<file path="src/rtl/irqc_pkg.sv">
`timescale 1ns/1ps
package irqc_pkg;

   typedef enum logic [2:0] {
      REG_NONE,
      REG_PRIO,
      REG_ENAB,
      REG_THRS,
      REG_CLCO,
      REG_SWIR,
      REG_PEND
   } reg_region_e;

   function automatic int en_words(int n_src);
      return (n_src + 31) / 32;
   endfunction

   function automatic int en_base(int n_src);
      return n_src;
   endfunction

   function automatic int thr_base(int n_src, int n_tgt);
      return en_base(n_src) + n_tgt * en_words(n_src);
   endfunction

   function automatic int cc_base(int n_src, int n_tgt);
      return thr_base(n_src, n_tgt) + n_tgt;
   endfunction

   function automatic int swi_base(int n_src, int n_tgt);
      return cc_base(n_src, n_tgt) + n_tgt;
   endfunction

   function automatic int pend_base(int n_src, int n_tgt);
      return swi_base(n_src, n_tgt) + n_tgt;
   endfunction

   function automatic int map_end(int n_src, int n_tgt);
      return pend_base(n_src, n_tgt) + en_words(n_src);
   endfunction

   // bits of enable/pending word 'word' that correspond to real sources
   function automatic logic [31:0] word_mask(int n_src, int word);
      logic [31:0] m;
      for (int b = 0; b < 32; b++) begin
         m[b] = ((word * 32 + b) < n_src);
      end
      return m;
   endfunction

endpackage

</file>
<file path="src/rtl/irqc_addr_map.sv">
`timescale 1ns/1ps
module irqc_addr_map
   import irqc_pkg::*;
#(
   parameter int N_SRC = 40,
   parameter int N_TGT = 2,
   parameter int AW    = 6
) (
   input  logic [AW-1:0] addr_i,
   output reg_region_e   region_o,
   output logic [AW-1:0] offs_o
);

   localparam int EN_B   = en_base(N_SRC);
   localparam int THR_B  = thr_base(N_SRC, N_TGT);
   localparam int CC_B   = cc_base(N_SRC, N_TGT);
   localparam int SWI_B  = swi_base(N_SRC, N_TGT);
   localparam int PEND_B = pend_base(N_SRC, N_TGT);
   localparam int END_A  = map_end(N_SRC, N_TGT);

   logic [31:0] a;
   assign a = 32'(addr_i);

   always_comb begin
      region_o = REG_NONE;
      offs_o   = '0;
      if (a < 32'(EN_B)) begin
         region_o = REG_PRIO;
         offs_o   = AW'(a);
      end else if (a < 32'(THR_B)) begin
         region_o = REG_ENAB;
         offs_o   = AW'(a - 32'(EN_B));
      end else if (a < 32'(CC_B)) begin
         region_o = REG_THRS;
         offs_o   = AW'(a - 32'(THR_B));
      end else if (a < 32'(SWI_B)) begin
         region_o = REG_CLCO;
         offs_o   = AW'(a - 32'(CC_B));
      end else if (a < 32'(PEND_B)) begin
         region_o = REG_SWIR;
         offs_o   = AW'(a - 32'(SWI_B));
      end else if (a < 32'(END_A)) begin
         region_o = REG_PEND;
         offs_o   = AW'(a - 32'(PEND_B));
      end
   end

endmodule

</file>
<file path="src/rtl/irqc_cfg_store.sv">
`timescale 1ns/1ps
module irqc_cfg_store
   import irqc_pkg::*;
#(
   parameter int N_SRC  = 40,
   parameter int N_TGT  = 2,
   parameter int PRIO_W = 3,
   parameter int AW     = 6
) (
   input  logic                      clk_i,
   input  logic                      rst_ni,
   input  logic                      wr_i,
   input  reg_region_e               region_i,
   input  logic [AW-1:0]             offs_i,
   input  logic [31:0]               wdata_i,
   output logic [31:0]               cfg_rdata_o,
   output logic [N_SRC*PRIO_W-1:0]   prio_o,
   output logic [N_TGT*N_SRC-1:0]    enable_o,
   output logic [N_TGT*PRIO_W-1:0]   thresh_o,
   output logic [N_TGT-1:0]          swi_o
);

   localparam int EW     = en_words(N_SRC);
   localparam int EN_CNT = N_TGT * EW;

   logic [PRIO_W-1:0] prio_q [N_SRC];
   logic [31:0]       en_q   [EN_CNT];
   logic [PRIO_W-1:0] thr_q  [N_TGT];
   logic [N_TGT-1:0]  swi_q;

   for (genvar s = 0; s < N_SRC; s++) begin : g_prio
      always_ff @(posedge clk_i or negedge rst_ni) begin
         if (!rst_ni) begin
            prio_q[s] <= '0;
         end else if (wr_i && region_i == REG_PRIO && offs_i == AW'(s)) begin
            prio_q[s] <= wdata_i[PRIO_W-1:0];
         end
      end
      assign prio_o[s*PRIO_W +: PRIO_W] = prio_q[s];
   end

   for (genvar w = 0; w < EN_CNT; w++) begin : g_enab
      localparam logic [31:0] MASK = word_mask(N_SRC, w % EW);
      always_ff @(posedge clk_i or negedge rst_ni) begin
         if (!rst_ni) begin
            en_q[w] <= '0;
         end else if (wr_i && region_i == REG_ENAB && offs_i == AW'(w)) begin
            en_q[w] <= wdata_i & MASK;
         end
      end
   end

   for (genvar t = 0; t < N_TGT; t++) begin : g_tgt
      always_ff @(posedge clk_i or negedge rst_ni) begin
         if (!rst_ni) begin
            thr_q[t] <= '0;
            swi_q[t] <= 1'b0;
         end else begin
            if (wr_i && region_i == REG_THRS && offs_i == AW'(t)) begin
               thr_q[t] <= wdata_i[PRIO_W-1:0];
            end
            if (wr_i && region_i == REG_SWIR && offs_i == AW'(t)) begin
               swi_q[t] <= wdata_i[0];
            end
         end
      end
      assign thresh_o[t*PRIO_W +: PRIO_W] = thr_q[t];
      for (genvar s = 0; s < N_SRC; s++) begin : g_bit
         assign enable_o[t*N_SRC + s] = en_q[t*EW + s/32][s%32];
      end
   end

   assign swi_o = swi_q;

   always_comb begin
      cfg_rdata_o = '0;
      case (region_i)
         REG_PRIO: begin
            for (int k = 0; k < N_SRC; k++) begin
               if (offs_i == AW'(k)) cfg_rdata_o = 32'(prio_q[k]);
            end
         end
         REG_ENAB: begin
            for (int k = 0; k < EN_CNT; k++) begin
               if (offs_i == AW'(k)) cfg_rdata_o = en_q[k];
            end
         end
         REG_THRS: begin
            for (int k = 0; k < N_TGT; k++) begin
               if (offs_i == AW'(k)) cfg_rdata_o = 32'(thr_q[k]);
            end
         end
         REG_SWIR: begin
            for (int k = 0; k < N_TGT; k++) begin
               if (offs_i == AW'(k)) cfg_rdata_o = 32'(swi_q[k]);
            end
         end
         default: cfg_rdata_o = '0;
      endcase
   end

endmodule

</file>
<file path="src/rtl/irqc_claim_port.sv">
`timescale 1ns/1ps
module irqc_claim_port
   import irqc_pkg::*;
#(
   parameter int N_SRC = 40,
   parameter int ID_W  = 6,
   parameter int AW    = 6,
   parameter int TGT   = 0
) (
   input  logic              rd_i,
   input  logic              wr_i,
   input  reg_region_e       region_i,
   input  logic [AW-1:0]     offs_i,
   input  logic [31:0]       wdata_i,
   input  logic [ID_W-1:0]   best_id_i,
   output logic [ID_W-1:0]   rd_id_o,
   output logic              claim_o,
   output logic [ID_W-1:0]   claim_id_o,
   output logic              complete_o,
   output logic [ID_W-1:0]   complete_id_o
);

   logic sel;
   logic id_ok;

   assign sel   = (region_i == REG_CLCO) && (offs_i == AW'(TGT));
   assign id_ok = (wdata_i != 32'd0) && (wdata_i < 32'(N_SRC));

   assign rd_id_o       = (rd_i && sel) ? best_id_i : '0;
   assign claim_o       = rd_i && sel && (best_id_i != '0);
   assign claim_id_o    = claim_o ? best_id_i : '0;
   assign complete_o    = wr_i && sel && id_ok;
   assign complete_id_o = complete_o ? wdata_i[ID_W-1:0] : '0;

endmodule

</file>
<file path="src/rtl/irqc_regs.sv">
`timescale 1ns/1ps
module irqc_regs
   import irqc_pkg::*;
#(
   parameter int N_SRC    = 40,
   parameter int N_TGT    = 2,
   parameter int MAX_PRIO = 7,
   parameter int AW       = 6,
   localparam int PRIO_W  = $clog2(MAX_PRIO + 1),
   localparam int ID_W    = $clog2(N_SRC)
) (
   input  logic                      clk_i,
   input  logic                      rst_ni,
   input  logic                      reg_we_i,
   input  logic                      reg_re_i,
   input  logic [AW-1:0]             reg_addr_i,
   input  logic [31:0]               reg_wdata_i,
   output logic [31:0]               reg_rdata_o,
   input  logic [N_SRC-1:0]          pend_i,
   input  logic [N_TGT*ID_W-1:0]     best_id_i,
   output logic [N_SRC*PRIO_W-1:0]   prio_o,
   output logic [N_TGT*N_SRC-1:0]    enable_o,
   output logic [N_TGT*PRIO_W-1:0]   thresh_o,
   output logic [N_TGT-1:0]          swi_o,
   output logic [N_TGT-1:0]          claim_o,
   output logic [N_TGT*ID_W-1:0]     claim_id_o,
   output logic [N_TGT-1:0]          complete_o,
   output logic [N_TGT*ID_W-1:0]     complete_id_o
);

   localparam int EW    = en_words(N_SRC);
   localparam int END_A = map_end(N_SRC, N_TGT);

   if (N_SRC < 2 || N_SRC > 256) begin : g_bad_nsrc
      $error("irqc_regs: N_SRC must lie in 2..256");
   end
   if (N_TGT < 1) begin : g_bad_ntgt
      $error("irqc_regs: N_TGT must be at least 1");
   end
   if (MAX_PRIO < 1 || PRIO_W > 32) begin : g_bad_prio
      $error("irqc_regs: MAX_PRIO out of range");
   end
   if (AW < 1 || AW > 30 || END_A > (1 << AW)) begin : g_bad_aw
      $error("irqc_regs: AW too small for the register map");
   end

   reg_region_e     region;
   logic [AW-1:0]   offs;
   logic [31:0]     cfg_rdata;
   logic [ID_W-1:0] cc_rd [N_TGT];
   logic [EW*32-1:0] pend_pad;

   assign pend_pad = (EW*32)'(pend_i);

   irqc_addr_map #(.N_SRC(N_SRC), .N_TGT(N_TGT), .AW(AW)) u_map (
      .addr_i   (reg_addr_i),
      .region_o (region),
      .offs_o   (offs)
   );

   irqc_cfg_store #(.N_SRC(N_SRC), .N_TGT(N_TGT), .PRIO_W(PRIO_W), .AW(AW)) u_cfg (
      .clk_i       (clk_i),
      .rst_ni      (rst_ni),
      .wr_i        (reg_we_i),
      .region_i    (region),
      .offs_i      (offs),
      .wdata_i     (reg_wdata_i),
      .cfg_rdata_o (cfg_rdata),
      .prio_o      (prio_o),
      .enable_o    (enable_o),
      .thresh_o    (thresh_o),
      .swi_o       (swi_o)
   );

   for (genvar t = 0; t < N_TGT; t++) begin : g_cc
      irqc_claim_port #(.N_SRC(N_SRC), .ID_W(ID_W), .AW(AW), .TGT(t)) u_port (
         .rd_i          (reg_re_i),
         .wr_i          (reg_we_i),
         .region_i      (region),
         .offs_i        (offs),
         .wdata_i       (reg_wdata_i),
         .best_id_i     (best_id_i[t*ID_W +: ID_W]),
         .rd_id_o       (cc_rd[t]),
         .claim_o       (claim_o[t]),
         .claim_id_o    (claim_id_o[t*ID_W +: ID_W]),
         .complete_o    (complete_o[t]),
         .complete_id_o (complete_id_o[t*ID_W +: ID_W])
      );
   end

   always_comb begin
      reg_rdata_o = '0;
      if (reg_re_i) begin
         case (region)
            REG_PEND: begin
               for (int w = 0; w < EW; w++) begin
                  if (offs == AW'(w)) reg_rdata_o = pend_pad[w*32 +: 32];
               end
            end
            REG_CLCO: begin
               for (int t = 0; t < N_TGT; t++) begin
                  reg_rdata_o = reg_rdata_o | 32'(cc_rd[t]);
               end
            end
            default: reg_rdata_o = cfg_rdata;
         endcase
      end
   end

endmodule

</file>
<file path="config.mk">
export PLATFORM = sky130hd
export DESIGN_NAME = irqc_regs
export DESIGN_NICKNAME = d
export VERILOG_FILES = /design/src/rtl/irqc_pkg.sv /design/src/rtl/irqc_addr_map.sv /design/src/rtl/irqc_cfg_store.sv /design/src/rtl/irqc_claim_port.sv /design/src/rtl/irqc_regs.sv
export SDC_FILE = /design/constraint.sdc
export NUM_CORES = 1
export LEC_CHECK = 0
export BUFFER_PORTS_ARGS = -buffer_cell sky130_fd_sc_hd__buf_2
export CORE_ASPECT_RATIO = 0.9
export CORE_MARGIN = 2
export CORE_UTILIZATION = 35
export CTS_CLUSTER_SIZE = 28
export DETAILED_ROUTE_END_ITERATION = 8
export HOLD_SLACK_MARGIN = 0.02
export PLACE_DENSITY = 0.68
export SLEW_MARGIN = 15
export SYNTH_ARGS = -nofsm -noshare
export SYNTH_HDL_FRONTEND = slang
export SYNTH_SLANG_ARGS = --single-unit
</file>
<file path="constraint.sdc">
create_clock -name clk_i -period 5.2 [get_ports clk_i]
set_clock_uncertainty 0.1 [all_clocks]
set_input_delay 1.04 -clock clk_i [delete_from_list [all_inputs] [get_ports clk_i]]
set_output_delay 1.04 -clock clk_i [all_outputs]
set_load 0.01 [all_outputs]
</file>
==> results.md <==
- Outcome: finished with violations
- Failing checks: setup timing
- IO Port Bufs: 361
- R2r setup slk: between 4 and 5 ns
- Primary FF master, synth: dfrtp_1
- Syn Nets: 1,172
- First-pass GRT wire length: roughly 72 mm
- First drt pass iteration count: 7
- Clock transition at path regs: approximately 0.06 ns
- Layout cells sized above 1: 55.3%
- DRC Markers: 0
- Share of Yosys cell area claimed by the top area cell type: 44.9%
- Max FO, Critical Path: 4
- Final setup violation count: 1
- Post-CTS Hold Fix Bufs: 0
- Total clock sinks: 208
- Die area: 34,600 sq um
- Initial Util: 35.3%
- Final total power: 0.00469 W
- Initial antenna violation count: 2
- Worst R2R Path Depth: 1
- Setup slack after layout: -0.0847 ns
- All-layer global routing usage: 27.5%
- WL/cell: 24.6 um
- Placer congestion estimate: 0.998
- Max_cap viols: 0
- Pin count of the biggest net entering global routing: 111
- Synth async-reset ratio: 100%
- Die Y-Extent: about 180 um
- Reg2reg start: u_cfg.prio_o[46]$_DFFE_PN0P_
- EDFF count, synth: 0
- CTS root buffer: clkbuf_16
- Chip Width: 196 um
- Nets: 1,685
- Worst-margin pin slew: 0.904 ns
- Post-synthesis sequential area ratio: roughly 45%
- Hold Path Class: reg2reg
- Ranking of synthesized cells by area: dfrtp_1 (45%), mux2_2 (20%), nor2_1 (3.2%), a22oi_1 (2.9%), a21oi_1 (2.8%)
- Slew HR: 39.7%
- Total CTS buffers: 24
- Unique masters post-synth: between 80 and 90
- DP HPWL: 37.5 mm
- Final Cell Area: 16,400 sq um
- Fmax: 189 MHz
- Final core utilization: 50.1%
- CP Capture Type: output pin
- Top-count cell post-synth: dfrtp_1
- Row count: 63
- Post-synth top area cell: dfrtp_1
- Lkg Pwr: 8.29 nW
- Initial drt markers: ~1,100
- Critical path class: in2out
- Peak VDD IR: 0.257 mV
- Syn_area_per_cell: 10.9 sq um
- Final count of hold timing violations: 0
- Worst Path Required: 4.06 ns
- Ys Warns: 0
- Final WL: 49.8 mm
- P&R area growth vs syn: 41.7%
- Area post-placement: about 15,000 sq um
- Crit path to: reg_rdata_o[0]
- Vias: 11,792
- Clk Latency, worst-skew pair: 0.54 ns
- Reg-to-reg critical path endpoint: u_cfg.prio_o[46]$_DFFE_PN0P_
- Clock buffer depth: 3
- Vias per inst: 5.83
- Pwr/cell area: around 290 nW/um^2
- FF+latch count, synth: roughly 210
- CTS H-tree lvls: 1
- Crit path DAT: 4.14 ns
- RSZ-0062 raised after global routing: true
- Max-slew violations: 0
- # IOs: 362
- GRT Residual Overflow: 0
- Post-DRT Antenna Nets: 0
- Min Clock Period, post-route: 5.28 ns
- Post-Syn Instances: ~1,100
- CP startpoint kind: input pin
- Top cells by count, synth: dfrtp_1 (208), mux2_2 (207), nor2_1 (100)
- CTS tree: built
- Final hold slack: about 0.43 ns
- Synthesized cell area: between 10,000 and 15,000 sq um
- Critical path origin: reg_addr_i[3]
- Vias in the first global route: 11,267
- Core area: ~33,000 sq um
- Tcrit/Tclk final: 102%
## routing by layer
layer / vias up / routed length [um] / GRT usage, %
li1: 5085 / - / -
met1: 5996 / 21300 / 39.3
met2: 598 / 22500 / 41.6
met3: 113 / 4230 / 5.64
met4: 0 / 1760 / 9.28
met5: - / 0 / 0
## sequential cells by signal, indices dropped and copies added, names as in the netlist
signal and count:
u_cfg.enable_o 80, u_cfg.prio_o 120, u_cfg.swi_o 2, u_cfg.thresh_o 6
## final cells by class
type,count,area [sq um]
diodes,4,10.0
clock buffers,30,643
clock inverters,14,114
fillers,3042,16400
inverters,10,62.6
multi-input cells,776,6300
flip-flops and latches,208,5200
well taps,422,528
repair buffers,560,3550
## metrics by stage
step                      TNS, ns  setup slack [ns]  cells
final                     -0.0847           -0.0847   2024
after global routing       -0.331            -0.174   2022
after CTS                 -0.0436           -0.0436   2011
after detailed placement    -1.32            -0.589   1949
after global placement      -1.28            -0.613   1949
after floorplan                 0             0.220   1067
## power breakdown
part,switching [W],internal [W],total [W]
Combinational,0.000575,0.000494,0.00107
Clock,0.000725,0.000893,0.00162
Sequential,0.000207,0.00179,0.00200
## placed cells by master (no fill, tap or decap), types with 6 or more instances in the layout
cell type	count
clkbuf_16	24
nor4_4	6
and3_1	21
a21o_1	6
a21oi_2	6
o21ai_0	20
nand3_1	15
nor4_1	8
mux2_2	207
clkinv_2	7
nand4_1	8
buf_12	14
and2_1	18
a21oi_1	59
nor3_1	19
buf_4	181
o221ai_1	6
a221oi_1	9
nor2b_1	6
dfrtp_1	208
o211ai_1	8
a211oi_1	7
a22o_1	14
inv_1	6
buf_2	356
o22ai_1	9
a222oi_1	9
nor2_1	98
nand2_1	52
a22oi_1	43
## how the worst min path moves through the flow
stage | start | to | cells after the start
3_3_place_gp | u_cfg.enable_o[37]$_DFFE_PN0P_ | u_cfg.enable_o[37]$_DFFE_PN0P_ | 1
5_1_grt | u_cfg.thresh_o[2]$_DFFE_PN0P_ | u_cfg.thresh_o[2]$_DFFE_PN0P_ | 1
3_5_place_dp | u_cfg.enable_o[34]$_DFFE_PN0P_ | u_cfg.enable_o[34]$_DFFE_PN0P_ | 1
4_1_cts | u_cfg.prio_o[39]$_DFFE_PN0P_ | u_cfg.prio_o[39]$_DFFE_PN0P_ | 1
6_report | u_cfg.enable_o[63]$_DFFE_PN0P_ | u_cfg.enable_o[63]$_DFFE_PN0P_ | 1
2_1_floorplan | u_cfg.prio_o[11]$_DFFE_PN0P_ | u_cfg.prio_o[11]$_DFFE_PN0P_ | 1
## timing repair
action | in CTS | in global routing
buffers inserted | 19 | 9
gates resized for setup | 35 | 54
gates cloned | 1 | 0
endpoints found under the setup margin | 7 | 11
hold endpoints to repair | 0 | 0
pin swaps | 21 | 20
## worst max-delay path, stage by stage
cell and delay, ns:
buf_12 0.11, inv_8 0.05, ha_4 0.13, nand4_1 0.14, buf_4 0.19, o311ai_4 0.30, o22ai_4 0.15, o211ai_4 0.24
buf_12 0.16, nor4_4 0.05, buf_4 0.15, a22o_1 0.22, a222oi_1 0.53, a221oi_1 0.20, buf_4 0.20, o31a_1 0.12
buf_2 0.15
## logic make-up (layout without fill, tap and decap cells)
group / after synthesis / after routing / synth area share (%)
flip-flops: 208 / 208 / 44.9
adder cells (fa/ha/maj): 11 / 11 / 1.19
other: 0 / 4 / 0
AND/OR/NAND/NOR: 295 / 295 / 13.1
XOR/XNOR: 2 / 2 / 0.151
multiplexers: 208 / 208 / 20.2
AO/OA/AOI/OAI: 260 / 260 / 16.7
buffers and inverters: 83 / 614 / 3.72
Power figures use the tool's default switching activity.
